## config.mk

```make
export PLATFORM = sky130hd
export DESIGN_NAME = frame_dpll
export DESIGN_NICKNAME = d
export VERILOG_FILES = /design/src/rtl/frame_dpll_pkg.sv /design/src/rtl/fdpll_prescaler.sv /design/src/rtl/fdpll_frame_div.sv /design/src/rtl/fdpll_phase_det.sv /design/src/rtl/fdpll_lock_mon.sv /design/src/rtl/frame_dpll.sv
export SDC_FILE = /design/constraint.sdc
export NUM_CORES = 1
export LEC_CHECK = 0
export BUFFER_PORTS_ARGS = -buffer_cell sky130_fd_sc_hd__buf_2
export CORE_UTILIZATION = 50
export CTS_CLUSTER_DIAMETER = 40
export DETAILED_ROUTE_END_ITERATION = 16
export GPL_TIMING_DRIVEN = 1
export PLACE_DENSITY = 0.69
export SLEW_MARGIN = 10
export SYNTH_ARGS = -nofsm -noshare
export SYNTH_HDL_FRONTEND = slang
export SYNTH_SLANG_ARGS = --single-unit
```

## constraint.sdc

```tcl
create_clock -name clk -period 2.7 [get_ports clk]
set_input_delay 0.135 -clock clk [delete_from_list [all_inputs] [get_ports clk]]
set_output_delay 0.135 -clock clk [all_outputs]
set_load 0.005 [all_outputs]
```

## src/rtl/frame_dpll_pkg.sv

```systemverilog
package frame_dpll_pkg;

  typedef enum logic {
    PH_EARLY = 1'b0,
    PH_LATE  = 1'b1
  } phase_e;

  // position of the second stretch slot inside a frame of d line periods
  function automatic int unsigned half_of(input int unsigned d);
    return d / 2;
  endfunction

  // edge of interest on a sampled pair: pol=0 rising, pol=1 falling
  function automatic logic pick_edge(input logic pol, input logic prev, input logic cur);
    return pol ? (prev & ~cur) : (~prev & cur);
  endfunction

endpackage

```

## src/rtl/fdpll_prescaler.sv

```systemverilog
module fdpll_prescaler #(
  parameter int unsigned TICKS = 16,
  localparam int unsigned PW = $clog2(TICKS)
) (
  input  logic          clk,
  input  logic          rst,
  input  logic          tick_en,
  input  logic          hold_zero,
  input  logic          stretch_req,
  output logic [PW-1:0] pre_cnt,
  output logic          carry,
  output logic          line_clk,
  output logic          stall
);

  localparam logic [PW-1:0] LAST = PW'(TICKS - 1);
  localparam logic [PW-1:0] MID  = PW'(TICKS / 2);

  logic stalled_q;
  logic adv;

  assign stall    = tick_en && stretch_req && !stalled_q && !hold_zero;
  assign adv      = tick_en && !stall && !hold_zero;
  assign carry    = adv && (pre_cnt == LAST);
  assign line_clk = (pre_cnt >= MID);

  always_ff @(posedge clk) begin
    if (rst || hold_zero) begin
      pre_cnt   <= '0;
      stalled_q <= 1'b0;
    end else if (stall) begin
      stalled_q <= 1'b1;
    end else if (adv) begin
      pre_cnt   <= carry ? '0 : pre_cnt + 1'b1;
      stalled_q <= 1'b0;
    end
  end

  AST_STALL_FREEZES: assert property (@(posedge clk) disable iff (rst)
    stall |=> $stable(pre_cnt));
  AST_IDLE_FREEZES: assert property (@(posedge clk) disable iff (rst)
    (!tick_en && !hold_zero) |=> $stable(pre_cnt));
  AST_NO_DOUBLE_STALL: assert property (@(posedge clk) disable iff (rst)
    stall |=> !stall);

endmodule

```

## src/rtl/fdpll_frame_div.sv

```systemverilog
module fdpll_frame_div
  import frame_dpll_pkg::*;
#(
  parameter int unsigned DIV_A = 193,
  parameter int unsigned DIV_B = 256,
  parameter int unsigned FW    = 9
) (
  input  logic          clk,
  input  logic          rst,
  input  logic          adv,
  input  logic          div_sel,
  output logic [FW-1:0] frame_cnt,
  output logic          wrap,
  output logic          frame_out,
  output logic          slot_pos
);

  localparam logic [FW-1:0] LAST_A = FW'(DIV_A - 1);
  localparam logic [FW-1:0] LAST_B = FW'(DIV_B - 1);
  localparam logic [FW-1:0] HALF_A = FW'(half_of(DIV_A));
  localparam logic [FW-1:0] HALF_B = FW'(half_of(DIV_B));
  localparam int unsigned   CMAX   = (DIV_A > DIV_B) ? DIV_A : DIV_B;

  logic [FW-1:0] last_c;
  logic [FW-1:0] half_c;

  assign last_c    = div_sel ? LAST_B : LAST_A;
  assign half_c    = div_sel ? HALF_B : HALF_A;
  assign wrap      = adv && (frame_cnt >= last_c);
  assign frame_out = (frame_cnt < half_c);
  assign slot_pos  = (frame_cnt == '0) || (frame_cnt == half_c);

  always_ff @(posedge clk) begin
    if (rst) begin
      frame_cnt <= '0;
    end else if (adv) begin
      frame_cnt <= wrap ? '0 : frame_cnt + 1'b1;
    end
  end

  AST_FRAME_RANGE: assert property (@(posedge clk) disable iff (rst)
    frame_cnt < FW'(CMAX));
  AST_WRAP_RESTARTS: assert property (@(posedge clk) disable iff (rst)
    wrap |=> (frame_cnt == '0) && frame_out);

endmodule

```

## src/rtl/fdpll_phase_det.sv

```systemverilog
module fdpll_phase_det
  import frame_dpll_pkg::*;
(
  input  logic   clk,
  input  logic   rst,
  input  logic   clear,
  input  logic   ref_in,
  input  logic   edge_sel,
  input  logic   first_half,
  input  logic   wrap,
  output phase_e decision,
  output logic   upd,
  output logic   changed
);

  logic   ref_q;
  logic   seen_q;
  phase_e pend_q;
  logic   sel_edge;
  logic   seen_n;
  phase_e pend_n;

  assign sel_edge = pick_edge(edge_sel, ref_q, ref_in);
  assign seen_n   = seen_q | sel_edge;
  assign pend_n   = sel_edge ? (first_half ? PH_LATE : PH_EARLY) : pend_q;
  assign upd      = wrap && seen_n && !clear;
  assign changed  = (pend_n != decision);

  always_ff @(posedge clk) begin
    if (rst) ref_q <= 1'b0;
    else     ref_q <= ref_in;
  end

  always_ff @(posedge clk) begin
    if (rst || clear) begin
      seen_q   <= 1'b0;
      pend_q   <= PH_EARLY;
      decision <= PH_EARLY;
    end else if (wrap) begin
      seen_q <= 1'b0;
      if (seen_n) decision <= pend_n;
    end else begin
      seen_q <= seen_n;
      pend_q <= pend_n;
    end
  end

  AST_DECISION_AT_BOUNDARY: assert property (@(posedge clk) disable iff (rst)
    (!wrap && !clear) |=> $stable(decision));
  AST_CLEAR_TO_EARLY: assert property (@(posedge clk) disable iff (rst)
    clear |=> (decision == PH_EARLY));

endmodule

```

## src/rtl/fdpll_lock_mon.sv

```systemverilog
module fdpll_lock_mon #(
  parameter int unsigned LOCK_RUN = 8,
  localparam int unsigned LW = $clog2(LOCK_RUN + 1)
) (
  input  logic clk,
  input  logic rst,
  input  logic clear,
  input  logic upd,
  input  logic changed,
  output logic locked
);

  localparam logic [LW-1:0] RUN = LW'(LOCK_RUN);

  logic [LW-1:0] alt_q;
  logic [LW-1:0] same_q;
  logic [LW-1:0] alt_n;
  logic [LW-1:0] same_n;

  assign alt_n  = (alt_q  == RUN) ? alt_q  : alt_q  + 1'b1;
  assign same_n = (same_q == RUN) ? same_q : same_q + 1'b1;

  always_ff @(posedge clk) begin
    if (rst || clear) begin
      alt_q  <= '0;
      same_q <= '0;
      locked <= 1'b0;
    end else if (upd) begin
      if (changed) begin
        alt_q  <= alt_n;
        same_q <= '0;
        if (alt_n == RUN) locked <= 1'b1;
      end else begin
        same_q <= same_n;
        alt_q  <= '0;
        if (same_n == RUN) locked <= 1'b0;
      end
    end
  end

  AST_LOCK_ONLY_ON_DECISION: assert property (@(posedge clk) disable iff (rst)
    (!upd && !clear) |=> $stable(locked));
  AST_LOCK_RISES_ON_CHANGE: assert property (@(posedge clk) disable iff (rst)
    $rose(locked) |-> $past(changed));
  AST_LOCK_FALLS_ON_REPEAT: assert property (@(posedge clk) disable iff (rst)
    $fell(locked) |-> ($past(!changed) || $past(clear)));

endmodule

```

## src/rtl/frame_dpll.sv

```systemverilog
module frame_dpll
  import frame_dpll_pkg::*;
#(
  parameter int unsigned DIV_T1   = 193,
  parameter int unsigned DIV_CEPT = 256,
  parameter int unsigned PRE_DIV  = 8,
  parameter int unsigned LOCK_RUN = 8
) (
  input  logic clk,
  input  logic rst,
  input  logic tick_en,
  input  logic ext_tick,
  input  logic ref_in,
  input  logic edge_sel,
  input  logic div_sel,
  input  logic divide_mode,
  output logic line_clk,
  output logic frame_out,
  output logic locked
);

  localparam int unsigned PRE_TICKS = 2 * PRE_DIV;
  localparam int unsigned PW        = $clog2(PRE_TICKS);
  localparam int unsigned DIV_MAX   = (DIV_T1 > DIV_CEPT) ? DIV_T1 : DIV_CEPT;
  localparam int unsigned FW        = $clog2(DIV_MAX + 1);

  logic [PW-1:0] pre_cnt;
  logic          pre_carry;
  logic          stall;
  logic          stretch_req;
  logic [FW-1:0] frame_cnt;
  logic          frame_adv;
  logic          frame_wrap;
  logic          slot_pos;
  phase_e        decision;
  logic          dec_upd;
  logic          dec_changed;

  // a stretch slot is the first tick of line period 0 or of the half point
  assign stretch_req = (decision == PH_LATE) && slot_pos && (pre_cnt == '0);
  assign frame_adv   = divide_mode ? ext_tick : pre_carry;

  fdpll_prescaler #(.TICKS(PRE_TICKS)) u_pre (
    .clk         (clk),
    .rst         (rst),
    .tick_en     (tick_en),
    .hold_zero   (divide_mode),
    .stretch_req (stretch_req),
    .pre_cnt     (pre_cnt),
    .carry       (pre_carry),
    .line_clk    (line_clk),
    .stall       (stall)
  );

  fdpll_frame_div #(.DIV_A(DIV_T1), .DIV_B(DIV_CEPT), .FW(FW)) u_frame (
    .clk       (clk),
    .rst       (rst),
    .adv       (frame_adv),
    .div_sel   (div_sel),
    .frame_cnt (frame_cnt),
    .wrap      (frame_wrap),
    .frame_out (frame_out),
    .slot_pos  (slot_pos)
  );

  fdpll_phase_det u_phase (
    .clk        (clk),
    .rst        (rst),
    .clear      (divide_mode),
    .ref_in     (ref_in),
    .edge_sel   (edge_sel),
    .first_half (frame_out),
    .wrap       (frame_wrap),
    .decision   (decision),
    .upd        (dec_upd),
    .changed    (dec_changed)
  );

  fdpll_lock_mon #(.LOCK_RUN(LOCK_RUN)) u_lock (
    .clk     (clk),
    .rst     (rst),
    .clear   (divide_mode),
    .upd     (dec_upd),
    .changed (dec_changed),
    .locked  (locked)
  );

  AST_DIVIDE_LINE_LOW: assert property (@(posedge clk) disable iff (rst)
    divide_mode |=> !line_clk);
  AST_DIVIDE_UNLOCKED: assert property (@(posedge clk) disable iff (rst)
    divide_mode |=> !locked);
  AST_STALL_NEEDS_LATE: assert property (@(posedge clk) disable iff (rst)
    stall |-> (decision == PH_LATE) && !divide_mode);
  AST_FRAME_FOLLOWS_PRESCALER: assert property (@(posedge clk) disable iff (rst)
    (!divide_mode && !pre_carry) |=> $stable(frame_cnt));

endmodule

```

==> results of run 1 <==
power groups by stage:
stage | combinational [mW] | clock [mW] | sequential (mW)
after floorplan | 0.0538 | 0 | 0.414
after global placement | 0.0732 | 0 | 0.415
after detailed placement | 0.0747 | 0 | 0.415
after CTS | 0.0761 | 0.190 | 0.407
after global routing | 0.0853 | 0.201 | 0.408
final | 0.0761 | 0.182 | 0.407
area by class of cell:
cell class | instances | area [sq um]
fill | 295 | 1297
multi-input combinational | 150 | 1076
sequential | 27 | 540.5
timing repair buffer | 14 | 82.58
tap | 44 | 55.05
inverter | 13 | 48.80
clock buffer | 3 | 22.52
clock inverter | 1 | 5.005
logic make-up (layout without fill, tap and decap cells):
family	count (synthesis)	after routing	synth area share
multiplexers	3	3	0.02003
flip-flops	27	27	0.3205
AND/OR/NAND/NOR	79	79	0.2485
AO/OA/AOI/OAI	37	37	0.1662
adder cells (fa/ha/maj)	17	17	0.1261
XOR/XNOR	14	14	0.07715
buffers and inverters	18	31	0.04154
sequential cells by signal, summed over array words and instances, names as in the netlist:
| register | count |
|---|---|
| u_frame.frame_cnt | 9 |
| u_lock.alt_q | 4 |
| u_lock.locked | 1 |
| u_lock.same_q | 4 |
| u_phase.decision | 1 |
| u_phase.pend_q | 1 |
| u_phase.ref_q | 1 |
| u_phase.seen_q | 1 |
| u_pre.pre_cnt | 4 |
| u_pre.stalled_q | 1 |
routing by layer:
layer	vias to the layer above	wire length, microns	GRT usage
met4	0	48	0.08306
met1	640	1697	0.2767
met3	4	125	0.03030
met5	-	0	0
li1	717	-	-
met2	30	1357	0.2921
final timing paths:
path,start,end,slack [ns],cells after the start
setup reg to reg,u_frame.frame_cnt[7],u_lock.alt_q[2],0.33,7
hold / removal,ref_in,u_phase.ref_q,0.06,2
hold reg to reg,u_lock.alt_q[3],u_lock.alt_q[3],0.49,2
setup / recovery,u_frame.frame_cnt[7],u_lock.alt_q[2],0.33,7
layout by cell type (no fill, tap or decap), drive strengths merged, types with 3 or more instances in the layout:
master and n:
and3b 3, ha 17, dfxtp 27, xnor2 7, xor2 7, a2111oi 3
nand2 17, or4 3, a31oi 4, or3 4, a21oi 14, nor2 20
nand2b 5, inv 13, nor3 5, mux2i 3, nand3 9, clkbuf 3
buf 13
metrics by stage:
step	utilization	setup slack, ns	area [sq um]	hold slack, ns
after floorplan	-	0.4806	1687	0.2066
after global placement	0.5732	0.3761	1793	0.3534
after detailed placement	0.5732	0.3101	1793	0.3544
after CTS	0.5852	0.3326	1831	0.05456
after global routing	0.5852	0.1354	1831	0.06499
final	0.5852	0.3257	1831	0.06067
repair_timing:
action,in CTS,in global routing
gates resized for setup,0,0
endpoints found under the hold margin,1,0
setup endpoints to repair,0,0
setup buffers,0,0
hold buffers,1,0
worst max-delay path: stages (launching register included):
cell and delay, ns:
dfxtp_1 0.44, ha_1 0.31, and3b_4 0.22, a2111oi_4 0.32, mux2i_2 0.19, xor2_2 0.22
or4_1 0.49, a31oi_1 0.13
==> impl_metrics.tcl, run 1 <==
set metrics [dict create \
    synth_top_area_frac 0.3205 \
    p_total_uw 664.3 \
    start_util 0.5392 \
    clock_latency_ns 0.33 \
    io_buffer_count 10 \
    synthArstFlopShare 0 \
    diodes 0 \
    combPwrFrac 0.115 \
    grt_pass1_vias 1177 \
    worst-setup-path-type "reg -> reg" \
    cts.sinks 27 \
    p_sw_uw 173.5 \
    grt_max_degree 17 \
    hpwl_mm 2.486 \
    routed_wl_mm 3.230 \
    finalSetupViolations 0 \
    htreeDepth 1 \
    syn-num-nets 220 \
    rsz0062_at_grt "no" \
    viasPerCell 5.520 \
    die_area_sq_um 3610 \
    fin_crit_sh 0.8794 \
    root_buffer "clkbuf_4" \
    cts_tree "built" \
    nNetsFinal 234 \
    cts_made_buffers 3 \
    slew-limit-headroom 0.6230 \
    place_congestion 0.9047 \
    num_io_pins 11 \
    clkPwrFrac 0.273 \
    status "complete, no violations" \
    drive_above_1_share 0.1394 \
    p_sw_frac 0.2611 \
    routedWlPerCell_microns 12.82 \
    ys_top_cells_by_count "dfxtp_1, nor2_1, ha_1, nand2_1, a21oi_1" \
    powerDensity_nw_per_um2 362.9 \
    vias 1391 \
    ys_warn_count 0 \
    drtIter0Drc 60 \
    drt-pass1-iter-count 4 \
    dpl.cell_count 247 \
    synthTopCellsByArea "dfxtp_1, ha_1, nor2_1" \
    cp.required_ns 2.98 \
    clock_path_buffers 2 \
    ir_drop_mv 0.2770 \
    die-width_microns 60.08 \
    synth_flop_cell "dfxtp_1" \
    drc 0 \
    synth_area_per_cell_sq_um 8.649 \
    gr-total-overflow 0 \
    worstPathArrival_ns 2.65 \
    rows 20 \
    cap_violations 0 \
    path_clk_slew_ns 0.15 \
    die_height_microns 60.08 \
    synth_edf_count 0 \
    finalNonFillerCells 252 \
    p_seq_frac 0.612 \
    area_growth_pct 8.531 \
    tightestPinTransition_ns 0.5634 \
    ant_nets 0 \
    hold_path.class "in -> reg" \
    endpoint_kind "flip-flop" \
    yosys.area.top_type "dfxtp_1" \
    fmax_ghz 0.4212 \
    power.internal_uw 490.8 \
    ys_seq_area_frac 0.3205 \
    syn_area_sq_um 1687 \
    core_area_sq_um 3128 \
    finalSetupTns_ns 0 \
    synth.distinct_cells 47 \
    path_max_fanout 7 \
    yosysMostFrequentCell "dfxtp_1" \
    fin_crit_ns 2.374 \
    grt_pass1_wl_mm 5.264 \
    grtUsageTotal 0.1955 \
    cp-start-kind "flip-flop" \
    maxSlewViolCount 0 \
    p_leak_nw 0.7236 \
    synth_cells 195 \
    ys_seq_elements 27 \
    skew_ns 0.003654 \
    antenna_found_initial 0 \
    finalHoldViolCount 0 \
]
(Power assumes the default switching activity.)
==> inputs of run 2 (changes only) <==
- CTS_BUF_LIST: unset -> sky130_fd_sc_hd__clkbuf_2
==> impl_metrics.tcl, run 2 (synthesis gave the netlist of run 1 again) <==
set metrics [dict create \
    status "complete, no violations" \
    rows 20 \
    slew-limit-headroom 0.6355 \
    clkPwrFrac 0.243 \
    p_leak_nw 0.7222 \
    grtUsageTotal 0.1905 \
    cap_violations 0 \
    start_util 0.5392 \
    hpwl_mm 2.486 \
    dpl.cell_count 247 \
    cts_tree "built" \
    p_sw_uw 169.1 \
    nNetsFinal 234 \
    combPwrFrac 0.119 \
    worstPathArrival_ns 2.69 \
    die_height_microns 60.08 \
    drt-pass1-iter-count 4 \
    power.internal_uw 470.1 \
    gr-total-overflow 0 \
    routed_wl_mm 3.196 \
    root_buffer "clkbuf_2" \
    tightestPinTransition_ns 0.5448 \
    grt_max_degree 17 \
    routedWlPerCell_microns 12.68 \
    place_congestion 0.9047 \
    grt_pass1_wl_mm 5.202 \
    die-width_microns 60.08 \
    layout_commonest_cell "dfxtp_1" \
    clock_latency_ns 0.36 \
    path_max_fanout 7 \
    multi_input_area_sq_um 1076 \
    finalSetupTns_ns 0 \
    drc 0 \
    viasPerCell 5.472 \
    finalSetupViolations 0 \
    skew_ns 0.01869 \
    fmax_ghz 0.4219 \
    ant_nets 0 \
    cts_made_buffers 3 \
    drive_above_1_share 0.1394 \
    grt_pass1_vias 1179 \
    finalHoldViolCount 0 \
    endpoint "u_lock.alt_q[2]" \
    critPathLaunch "u_frame.frame_cnt[7]" \
    powerDensity_nw_per_um2 350.6 \
    area_growth_pct 8.086 \
    ff_latch_area_sq_um 540.5 \
    path_cells "ha_1 -> and3b_4 -> a2111oi_4 -> mux2i_2 -> xor2_2 -> or4_1 -> a31oi_1" \
    fin_crit_sh 0.8779 \
    cp-start-kind "flip-flop" \
    rrSetupSlack_ns 0.33 \
    hold_path.class "in -> reg" \
    num_io_pins 11 \
    htreeDepth 1 \
    cts.sinks 27 \
    p_seq_frac 0.638 \
    r2r-end "u_lock.alt_q[2]" \
    vias 1379 \
    clock_path_buffers 2 \
    max_stage_delay_ns 0.49 \
    cp.required_ns 3.02 \
    r2r_start "u_frame.frame_cnt[7]" \
    cts_setup_buffers 0 \
    io_buffer_count 10 \
    maxSlewViolCount 0 \
    drtIter0Drc 55 \
    largest-register "u_frame.frame_cnt" \
    num-fill-cells 297 \
    worst-setup-path-type "reg -> reg" \
    r2r_cells 7 \
    crit_buf_inv 0 \
    cp.depth 7 \
    ir_drop_mv 0.2092 \
    fin_crit_ns 2.370 \
    antenna_found_initial 0 \
    path_clk_slew_ns 0.27 \
    p_sw_frac 0.2645 \
    diodes 0 \
    rsz0062_at_grt "no" \
    largest_reg_flops 9 \
    core_area_sq_um 3128 \
    slowest_stage "or4_1" \
    mostFrequentLayoutCells "dfxtp_1, nor2_1, nand2_1, ha_1, a21oi_1" \
    die_area_sq_um 3610 \
    endpoint_kind "flip-flop" \
    finalNonFillerCells 252 \
    cp_top_family "simple AND/OR/NAND/NOR gates" \
]
## run 2: metal layers
| layer | part of all wire | global-route usage | vias to the layer above |
|---|---|---|---|
| li1 | - | - | 717 |
| met1 | 0.53 | 0.2740 | 636 |
| met2 | 0.43 | 0.2921 | 24 |
| met3 | 0.036 | 0.02381 | 2 |
| met4 | 0.0059 | 0.06312 | 0 |
| met5 | 0 | 0 | - |
## run 2: cell type report
class	instances	share of cell area
multi-input cells	150	0.5903
flip-flops and latches	27	0.2965
repair buffers	14	0.04530
well taps	44	0.03020
inverters	13	0.02677
clock buffers	3	0.008236
clock inverters	1	0.002745
## run 2: stage by stage
step | power [mW] | hold slack (ns) | cell area, sq um | setup WS [ns] | util
2_1_floorplan | 0.4682 | 0.2066 | 1687 | 0.4806 | -
3_3_place_gp | 0.4881 | 0.3534 | 1793 | 0.3761 | 0.5732
3_5_place_dp | 0.4898 | 0.3544 | 1793 | 0.3101 | 0.5732
4_1_cts | 0.6425 | 0.02732 | 1823 | 0.3373 | 0.5828
5_1_grt | 0.6664 | 0.01759 | 1823 | 0.1422 | 0.5828
6_report | 0.6391 | 0.03757 | 1823 | 0.3296 | 0.5828
## run 2: power by group through the flow
stage	sequential, mW	combinational (mW)	clock, mW
floorplan	0.414	0.0538	0
global placement	0.415	0.0732	0
detailed placement	0.415	0.0747	0
CTS	0.408	0.0761	0.158
global route	0.409	0.0853	0.172
finish	0.408	0.0761	0.155
## run 2: worst min-delay path by stage
| stage | slack, ns | cells past startpoint | to | startpoint |
|---|---|---|---|---|
| 6_report | 0.04 | 2 | u_phase.ref_q | ref_in |
| 5_1_grt | 0.02 | 2 | u_phase.ref_q | ref_in |
| 4_1_cts | 0.03 | 2 | u_phase.ref_q | ref_in |
| 3_5_place_dp | 0.35 | 2 | u_phase.ref_q | rst |
| 3_3_place_gp | 0.35 | 2 | u_phase.ref_q | rst |
| 2_1_floorplan | 0.21 | 1 | u_phase.ref_q | rst |
## run 2: timing repair
item	4_1_cts	5_1_grt
hold endpoints to repair	1	0
gates resized for setup	0	0
hold buffers	1	0
==> inputs of run 3 (changes only) <==
- CORE_UTILIZATION: 50 -> 24
- CTS_CLUSTER_SIZE: unset -> 8
- PLACE_DENSITY: 0.69 -> 0.4
- RECOVER_POWER: unset -> 50
==> impl_metrics.tcl, run 3 (synthesis gave the netlist of run 1 again) <==
set metrics [dict create \
    hpwl_mm 2.893 \
    place_congestion 0.7416 \
    status "complete, no violations" \
    rows 30 \
    cts.sinks 27 \
    die_height_microns 85.83 \
    hold_path_startpoint "divide_mode" \
    grt_pass1_wl_mm 6.292 \
    wl_met2_mm 1.606 \
    rsz0062_at_grt "no" \
    hold_ws_ns 0.1804 \
    p_leak_nw 0.7244 \
    drc 0 \
    area_growth_pct 12.69 \
    fin_util 0.2797 \
    finalHoldViolCount 0 \
    die-width_microns 85.83 \
    largest_reg_flops 9 \
    m1WireLength_mm 1.961 \
    core_area_sq_um 6794 \
    grt_max_degree 17 \
    cts_tree "built" \
    path_max_fanout 9 \
    ant_nets 0 \
    fmax_ghz 0.4072 \
    path_clk_slew_ns 0.28 \
    clock_path_buffers 2 \
    htreeDepth 1 \
    powerDensity_nw_per_um2 348.1 \
    drtIter0Drc 100 \
    maxSlewViolCount 0 \
    cp.required_ns 3.03 \
    start_util 0.2483 \
    drt-pass1-iter-count 4 \
    clock_latency_ns 0.37 \
    skew_ns 0.003442 \
    r2r_start "u_frame.frame_cnt[4]" \
    root_buffer "clkbuf_2" \
    finalSetupTns_ns 0 \
    cts_setup_buffers 0 \
    rrSetupSlack_ns 0.24 \
    die_area_sq_um 7367 \
    fin_crit_sh 0.9096 \
    gr-total-overflow 0 \
    grtUsageTotal 0.1078 \
    endpoint_kind "flip-flop" \
    worstPathArrival_ns 2.79 \
    r2r-end "u_frame.frame_cnt[1]" \
    cap_violations 0 \
    post_cts_resized 0 \
    worst-setup-path-type "reg -> reg" \
    slew-limit-headroom 0.6213 \
    hold_depth 4 \
    top_layer "met4" \
    r2r_cells 7 \
    num_io_pins 11 \
    tightestPinTransition_ns 0.5538 \
    min_to "u_phase.seen_q" \
    antenna_found_initial 0 \
    layout_commonest_cell "dfxtp_1" \
    routedWlPerCell_microns 12.17 \
    nNetsFinal 237 \
    cp-start-kind "flip-flop" \
    fin_crit_ns 2.456 \
    viasPerCell 4.450 \
    drive_above_1_share 0.1280 \
    diodes 0 \
    vias 1366 \
    grt_pass1_vias 1347 \
    finalNonFillerCells 307 \
    io_buffer_count 10 \
    cts_made_buffers 3 \
    largest-register "u_frame.frame_cnt" \
    hold_path.class "in -> reg" \
    finalSetupViolations 0 \
    dpl.cell_count 301 \
    mostFrequentLayoutCells "dfxtp_1, nor2_1, nand2_1, ha_1, a21oi_1" \
    met3WireLength_microns 122 \
    ir_drop_mv 0.1559 \
    cts.hold.buffers_added 2 \
    routed_wl_mm 3.736 \
]
==> run 3: per-stage QoR <==
step	total power, mW	cell area [sq um]	setup WS, ns
2_1_floorplan	0.4682	1687	0.4806
3_3_place_gp	0.4978	1873	0.2349
3_5_place_dp	0.4964	1873	0.2365
4_1_cts	0.6753	1913	0.2569
5_1_grt	0.6968	1901	0.05750
6_report	0.6616	1901	0.2441
==> run 3: layout make-up <==
| cell class | count | area (sq um) |
|---|---|---|
| clock buffer | 4 | 20.02 |
| fill | 758 | 4893 |
| inverter | 13 | 48.80 |
| multi-input combinational | 150 | 1070 |
| sequential | 27 | 540.5 |
| tap | 96 | 120.1 |
| timing repair buffer | 17 | 101.3 |
==> run 3: critical path, cell delays in order (launching register included) <==
cell	delay, ns
dfxtp_1	0.48
ha_1	0.28
a2111oi_0	0.36
o21ai_0	0.30
clkbuf_1	0.21
and2_0	0.23
or2_2	0.41
a21oi_1	0.15
==> run 3: report_power, final <==
group	internal, mW	total [mW]	leakage (nW)	switching [mW]
combinational	0.0355	0.0816	0.490	0.0462
sequential	0.405	0.408	0.218	0.00341
clock	0.0390	0.172	0.0166	0.133
total	0.479	0.662	0.724	0.182
==> run 3: worst max-delay path by stage <==
stage	from	end	slack [ns]	depth (start not counted)
6_report	u_frame.frame_cnt[4]	u_frame.frame_cnt[1]	0.24	7
4_1_cts	u_frame.frame_cnt[7]	u_lock.alt_q[2]	0.26	7
5_1_grt	u_frame.frame_cnt[0]	u_lock.same_q[3]	0.06	9
3_3_place_gp	div_sel	u_lock.alt_q[2]	0.23	9
2_1_floorplan	u_frame.frame_cnt[7]	u_lock.alt_q[2]	0.48	7
3_5_place_dp	div_sel	u_lock.alt_q[2]	0.24	9
==> run 3: metal layers <==
metal  up-vias  track usage
li1        723            -
met1       620       0.1470
met2        19       0.1738
met3         4      0.01732
met4         0      0.03485
met5         -            0
